===== src/rtl/uart_reg_pkg.sv =====
package uart_reg_pkg;
  localparam int ADDR_W = 6;

  // word offsets decoded on the register bus
  localparam logic [ADDR_W-1:0] OFS_RXDATA  = 6'h00;
  localparam logic [ADDR_W-1:0] OFS_TXDATA  = 6'h10;
  localparam logic [ADDR_W-1:0] OFS_CTRL1   = 6'h20;
  localparam logic [ADDR_W-1:0] OFS_STAT1   = 6'h25;
  localparam logic [ADDR_W-1:0] OFS_STAT2   = 6'h26;
  localparam logic [ADDR_W-1:0] OFS_TEST    = 6'h2D;

  // status / enable bit positions
  localparam int BIT_TXRDY   = 13;  // word 1: transmitter ready (and its enable)
  localparam int BIT_RXRDY   = 9;   // word 1: receiver ready (and its enable)
  localparam int BIT_TXEMPTY = 14;  // word 2
  localparam int BIT_TXDONE  = 3;   // word 2
  localparam int BIT_RXAVAIL = 0;   // word 2
  localparam int BIT_TXFULL  = 4;   // test word
  localparam int BIT_RXEMPTY = 5;   // test word

  localparam int BREAK_CODE = 'h400;

  typedef struct packed {
    logic loadRx;
    logic loadBreak;
    logic readRx;
    logic loadTx;
    logic txTaken;
    logic writeCtrl1;
  } strobe_t;
endpackage


===== src/rtl/uart_reg_ctrl.sv =====
module uart_reg_ctrl
  import uart_reg_pkg::*;
(
  input  logic              clk,
  input  logic              rstN,
  input  logic [ADDR_W-1:0] busAddr,
  input  logic              busWrEn,
  input  logic              busRdEn,
  input  logic              rxValid,
  input  logic              rxBreak,
  input  logic              txReady,
  output logic              rxReady,
  output logic              rxFull,
  output logic              holdValid,
  output strobe_t           strobes
);
  always_comb begin
    strobes            = '0;
    strobes.loadBreak  = !rxFull && rxBreak;
    strobes.loadRx     = !rxFull && rxValid && !rxBreak;
    strobes.readRx     = busRdEn && (busAddr == OFS_RXDATA);
    strobes.loadTx     = busWrEn && (busAddr == OFS_TXDATA) && !holdValid;
    strobes.txTaken    = holdValid && txReady;
    strobes.writeCtrl1 = busWrEn && (busAddr == OFS_CTRL1);
  end

  assign rxReady = !rxFull;

  always_ff @(posedge clk or negedge rstN) begin
    if (!rstN) begin
      rxFull    <= 1'b0;
      holdValid <= 1'b0;
    end else begin
      if (strobes.loadRx || strobes.loadBreak) rxFull <= 1'b1;
      else if (strobes.readRx)                 rxFull <= 1'b0;
      if (strobes.loadTx)       holdValid <= 1'b1;
      else if (strobes.txTaken) holdValid <= 1'b0;
    end
  end

  // an offered character while ready is always taken
  p_accept_r2: assert property (@(posedge clk) disable iff (!rstN)
    (rxValid && rxReady) |=> rxFull);
  // a full buffer only empties through a data read
  p_full_hold_r3: assert property (@(posedge clk) disable iff (!rstN)
    (rxFull && !(busRdEn && busAddr == OFS_RXDATA)) |=> rxFull);
  // a held byte stays until the sink takes it
  p_hold_stays_r7: assert property (@(posedge clk) disable iff (!rstN)
    (holdValid && !txReady) |=> holdValid);
endmodule


===== src/rtl/uart_reg_data.sv =====
module uart_reg_data
  import uart_reg_pkg::*;
#(
  parameter int DATA_W = 32,
  parameter int RX_W   = 16,
  parameter int BYTE_W = 8
)(
  input  logic              clk,
  input  logic              rstN,
  input  strobe_t           strobes,
  input  logic [ADDR_W-1:0] busAddr,
  input  logic [DATA_W-1:0] busWdata,
  input  logic [BYTE_W-1:0] rxData,
  input  logic              rxFull,
  input  logic              holdValid,
  output logic [DATA_W-1:0] busRdata,
  output logic [DATA_W-1:0] rxWord,
  output logic [DATA_W-1:0] stat1Word,
  output logic [DATA_W-1:0] ctrl1Word,
  output logic [BYTE_W-1:0] txData
);
  localparam logic [DATA_W-1:0] CTRL1_RESET =
    (DATA_W'(1) << BIT_TXRDY) | (DATA_W'(1) << BIT_RXRDY);
  localparam logic [RX_W-1:0] BREAK_VAL = RX_W'(BREAK_CODE);

  logic [RX_W-1:0]   rxBuf;
  logic [DATA_W-1:0] ctrl1Reg;
  logic [BYTE_W-1:0] holdReg;
  logic [DATA_W-1:0] stat2Word;
  logic [DATA_W-1:0] testWord;

  always_ff @(posedge clk or negedge rstN) begin
    if (!rstN) begin
      rxBuf    <= '1;
      ctrl1Reg <= CTRL1_RESET;
      holdReg  <= '0;
    end else begin
      if (strobes.loadBreak)   rxBuf <= BREAK_VAL;
      else if (strobes.loadRx) rxBuf <= RX_W'(rxData);
      if (strobes.writeCtrl1)  ctrl1Reg <= busWdata;
      if (strobes.loadTx)      holdReg <= busWdata[BYTE_W-1:0];
    end
  end

  always_comb begin
    stat1Word = '0;
    stat1Word[BIT_TXRDY] = !holdValid;
    stat1Word[BIT_RXRDY] = rxFull;
    stat2Word = '0;
    stat2Word[BIT_TXEMPTY] = !holdValid;
    stat2Word[BIT_TXDONE]  = !holdValid;
    stat2Word[BIT_RXAVAIL] = rxFull;
    testWord = '0;
    testWord[BIT_TXFULL]  = holdValid;
    testWord[BIT_RXEMPTY] = !rxFull;
  end

  assign rxWord    = DATA_W'(rxBuf);
  assign ctrl1Word = ctrl1Reg;
  assign txData    = holdReg;

  always_comb begin
    unique case (busAddr)
      OFS_RXDATA: busRdata = rxWord;
      OFS_CTRL1:  busRdata = ctrl1Reg;
      OFS_STAT1:  busRdata = stat1Word;
      OFS_STAT2:  busRdata = stat2Word;
      OFS_TEST:   busRdata = testWord;
      default:    busRdata = '0;
    endcase
  end
endmodule


===== src/rtl/uart_reg_front.sv =====
module uart_reg_front
  import uart_reg_pkg::*;
#(
  parameter int DATA_W = 32,
  parameter int RX_W   = 16,
  parameter int BYTE_W = 8
)(
  input  logic              clk,
  input  logic              rstN,
  input  logic [ADDR_W-1:0] busAddr,
  input  logic              busWrEn,
  input  logic              busRdEn,
  input  logic [DATA_W-1:0] busWdata,
  output logic [DATA_W-1:0] busRdata,
  input  logic              rxValid,
  input  logic [BYTE_W-1:0] rxData,
  input  logic              rxBreak,
  output logic              rxReady,
  output logic              txValid,
  output logic [BYTE_W-1:0] txData,
  input  logic              txReady,
  output logic              irq
);
  strobe_t           strobes;
  logic              rxFull;
  logic              holdValid;
  logic [DATA_W-1:0] rxWord;
  logic [DATA_W-1:0] stat1Word;
  logic [DATA_W-1:0] ctrl1Word;

  uart_reg_ctrl u_ctrl (
    .clk(clk), .rstN(rstN), .busAddr(busAddr), .busWrEn(busWrEn),
    .busRdEn(busRdEn), .rxValid(rxValid), .rxBreak(rxBreak),
    .txReady(txReady), .rxReady(rxReady), .rxFull(rxFull),
    .holdValid(holdValid), .strobes(strobes)
  );

  uart_reg_data #(.DATA_W(DATA_W), .RX_W(RX_W), .BYTE_W(BYTE_W)) u_data (
    .clk(clk), .rstN(rstN), .strobes(strobes), .busAddr(busAddr),
    .busWdata(busWdata), .rxData(rxData), .rxFull(rxFull),
    .holdValid(holdValid), .busRdata(busRdata), .rxWord(rxWord),
    .stat1Word(stat1Word), .ctrl1Word(ctrl1Word), .txData(txData)
  );

  assign txValid = holdValid;
  assign irq     = |(stat1Word & ctrl1Word);

  // an accepted break leaves the break code in the buffer
  p_break_code_r5: assert property (@(posedge clk) disable iff (!rstN)
    (rxBreak && rxReady) |=> (rxWord == DATA_W'(BREAK_CODE)));
  // no interrupt without at least one enable bit
  p_irq_enable_r6: assert property (@(posedge clk) disable iff (!rstN)
    irq |-> (ctrl1Word[BIT_TXRDY] || ctrl1Word[BIT_RXRDY]));
  // an offered transmit byte does not change while it waits
  p_tx_stable_r7: assert property (@(posedge clk) disable iff (!rstN)
    (txValid && !txReady) |=> (txValid && $stable(txData)));
  // a transmit write while busy leaves the held byte alone
  p_tx_ignore_r8: assert property (@(posedge clk) disable iff (!rstN)
    (busWrEn && busAddr == OFS_TXDATA && txValid && !txReady) |=> $stable(txData));
endmodule


===== config.mk =====
export PLATFORM = sky130hd
export DESIGN_NAME = uart_reg_front
export DESIGN_NICKNAME = d
export VERILOG_FILES = /design/src/rtl/uart_reg_pkg.sv /design/src/rtl/uart_reg_ctrl.sv /design/src/rtl/uart_reg_data.sv /design/src/rtl/uart_reg_front.sv
export SDC_FILE = /design/constraint.sdc
export NUM_CORES = 1
export LEC_CHECK = 0
export BUFFER_PORTS_ARGS = -buffer_cell sky130_fd_sc_hd__buf_2
export CAP_MARGIN = 0
export CORE_ASPECT_RATIO = 1.1
export CORE_MARGIN = 4
export CORE_UTILIZATION = 40
export CTS_CLUSTER_DIAMETER = 40
export CTS_CLUSTER_SIZE = 20
export DETAILED_ROUTE_END_ITERATION = 10
export PLACE_DENSITY = 0.79
export SYNTH_ARGS = -nofsm -noshare
export SYNTH_HDL_FRONTEND = slang
export SYNTH_SLANG_ARGS = --single-unit

===== constraint.sdc =====
create_clock -name clk -period 4.47 [get_ports clk]
set_input_delay 0.447 -clock clk [delete_from_list [all_inputs] [get_ports clk]]
set_output_delay 0.447 -clock clk [all_outputs]
set_load 0.02 [all_outputs]

==> flow_summary.toml <==
[detailed_routing]
wl_met2_um = 2580
drcViolationCount = 0
drtIter0Drc = 66
firstDrtPassIters = 6
drt-total-wl_um = 5490
top_layer = "met4"
vias = 1773
wl_per_cell_um = 15.6
viasPerCell = 5.02
met1_length_um = 2250
routed-wl-met3_um = 515
ant_nets = 0

[die]
ios = 96
rows = 29
dieArea_um2 = 7210
core_area_um2 = 5770
start_util_pct = 41.0
chipHeight_um = 88.7
dieWidth_um = 81.4

[clocking]
cts_tree = "built"
cts_hold_buf = 0
clock_latency_ns = 0.30
cts_max_path_buffers = 2
cts_buffers = 5
cts_resized = 0
htreeDepth = 2
post_cts_buffers = 0
clkTransAtPathRegs_ns = 0.09
cts.sinks = 52
ctsRootBufferMaster = "clkbuf_8"

[logic_synthesis]
synth_fa_ha_area_share_pct = 0
muxShareOfSynthArea_pct = 19.9
synth_xor_area_share_pct = 0
syn_avg_cell_area_um2 = 13.1
ys_ff_latch = 52
synth_top_family_by_area = "multiplexers"
netlist_area_um2 = 2370
synth_compound_area_share_pct = 10.4
yosysSeqAreaShare_pct = 55.6
synthSimpleGateAreaFrac_pct = 11.5
synthDistinctLibCells = 34
syn-num-nets = 234
syn-instance-count = 181
ys_warn_count = 0

[run]
cap_violations = 0

[place]
place_ws_ns = 1.21
place_inst = 345
io_buffer_count = 95
dpl.hpwl_um = 4120
gp_congestion = 0.876
placed_area_um2 = 2920

[critical_path]
startpoint = "busAddr[0]"
start_kind = "input port"
worstSetupEndpoint = "busRdata[13]"
arrival_ns = 2.74
crit_top_cell = "buf_2"
crit_fanout = 16
path_class = "input port to primary output"
rr_endpoint = "u_data.txData[1]"
reg2regPathDepth = 2
end_kind = "primary output"
worstPathRequired_ns = 4.02
reg2reg_slack_ns = 2.89
slowest_stage = "nor3b_2"
path_cells = "buf_2, or4_1, nor3b_2, buf_4, a221o_1, buf_2"
slowest_delay_ns = 0.78
timing.rr.start = "u_ctrl.holdValid"

[finish]
final_common_cell = "buf_2"
final_cells = 353
nets = 328
finalInstanceArea_um2 = 3010
diodes = 0
fill_cells = 507
area_growth_pct = 27.3
drive_gt1_share_pct = 58.3
final_cell_mix = "buf_2, dfrtp_1, mux2_2"

[timing]
fin_skew_ns = 0.00299
fin_tns_setup_ns = 0
fin_crit_ns = 3.19
rsz0062_at_grt = "no"
slew_headroom_pct = 40.5
slew_viol_final = 0
min_period_over_period_pct = 71.3
hold_viol = 0
fmax_mhz = 314
setup_viol = 0
final.setup.worst_slack_ns = 1.28
worst_pin_slew_ns = 0.890

[global_routing]
grt_pass1_vias = 1796
antenna_found_initial = 0
grt_util_all_layers_pct = 16.0
grt_pass1_wl_um = 8770
grt-ovfl-total = 0
grt_max_degree = 53

[pwr]
powerDensity_nw_per_um2 = 326
power.total_uw = 981
p_leak_uw = 0.00161
vdd_ir_drop_max_mv = 0.201

[status]
outcome = "finished, final reports clean"

[hold_path]
hold_path_class = "input port to async pin"
## stage by stage
step                util (%)  hold WS (ns)
floorplan                  -         0.151
global placement        50.6         0.456
detailed placement      50.6         0.463
CTS                     52.2         0.252
global route            52.2         0.281
finish                  52.2         0.238
## cell type report
cell class                      instances  area (um^2)  share of cell area, %
Multi-Input combinational cell        115         1000                   33.2
Inverter                                4         15.0                  0.498
Clock inverter                          2         13.8                  0.457
Sequential cell                        52         1320                   43.7
Clock buffer                            6         82.6                   2.74
Timing Repair Buffer                   97          490                   16.3
Tap cell                               77         96.3                   3.20
## synthesized netlist by cell type
cell       n  area share [%]
dfrtp_1   40              42
mux2_2    38              18
and2_1    17             4.5
a22o_1    12             4.4
dfstp_2   12              13
clkbuf_1   5            0.79
nor3_1     5             1.1
a21o_1     4             1.3
a221o_1    4             1.7
buf_2      4            0.85
inv_1      4            0.63
nand2_1    4            0.63
nor2b_1    3            0.79
a21oi_1    2            0.42
a31o_2     2            0.74
mux2_1     2            0.95
mux2i_1    2            0.85
nand2b_1   2            0.53
nand3b_1   2            0.63
nor4_1     2            0.53
o21ai_0    2            0.42
a211o_1    1            0.37
a31oi_1    1            0.26
and3_1     1            0.26
buf_4      1            0.32
nor2_1     1            0.16
nor2_2     1            0.26
nor3b_1    1            0.32
nor4_4     1            0.90
nor4b_2    1            0.63
o21ai_1    1            0.21
o21bai_1   1            0.32
o22ai_1    1            0.26
or4_1      1            0.32
## where the power goes
part,internal [uW],total [uW],leakage (uW),switching [uW]
Sequential,532,561,0.000653,28.8
Clock,127,283,0.0000516,156
Combinational,71.9,137,0.000902,65.1
## flip-flops by register name, indices dropped and copies added, names as in the netlist
signal / flops
u_data.ctrl1Word: 32
u_data.rxBuf: 10
u_data.txData: 8
u_ctrl.holdValid: 1
u_ctrl.rxFull: 1
## worst min path at each step
stage,depth (start not counted),end,slack (ns)
4_1_cts,2,u_data.ctrl1Word[11],0.25
3_3_place_gp,2,u_data.rxBuf[10],0.46
3_5_place_dp,2,u_data.rxBuf[10],0.46
5_1_grt,2,u_data.ctrl1Word[11],0.28
6_report,2,u_data.ctrl1Word[8],0.24
2_1_floorplan,0,u_ctrl.holdValid,0.15
## kinds of logic after synthesis
family,Yosys count
simple gates,42
flops,52
mux,42
compound gates,31
buf+inv,14
## worst max-delay path: cells and delay by family
kind / cells / cell delay, ns
and+or+nand+nor: 2 / 1.50
AOI/OAI and AO/OA: 1 / 0.17
buffers and inverters: 3 / 0.63
## metal layers
metal  up-vias  track usage (%)
li1        844                -
met5         -                0
met1       842             20.1
met2        74             25.0
met3        13             5.80
met4         0             6.30
(Power assumes the default switching activity.)
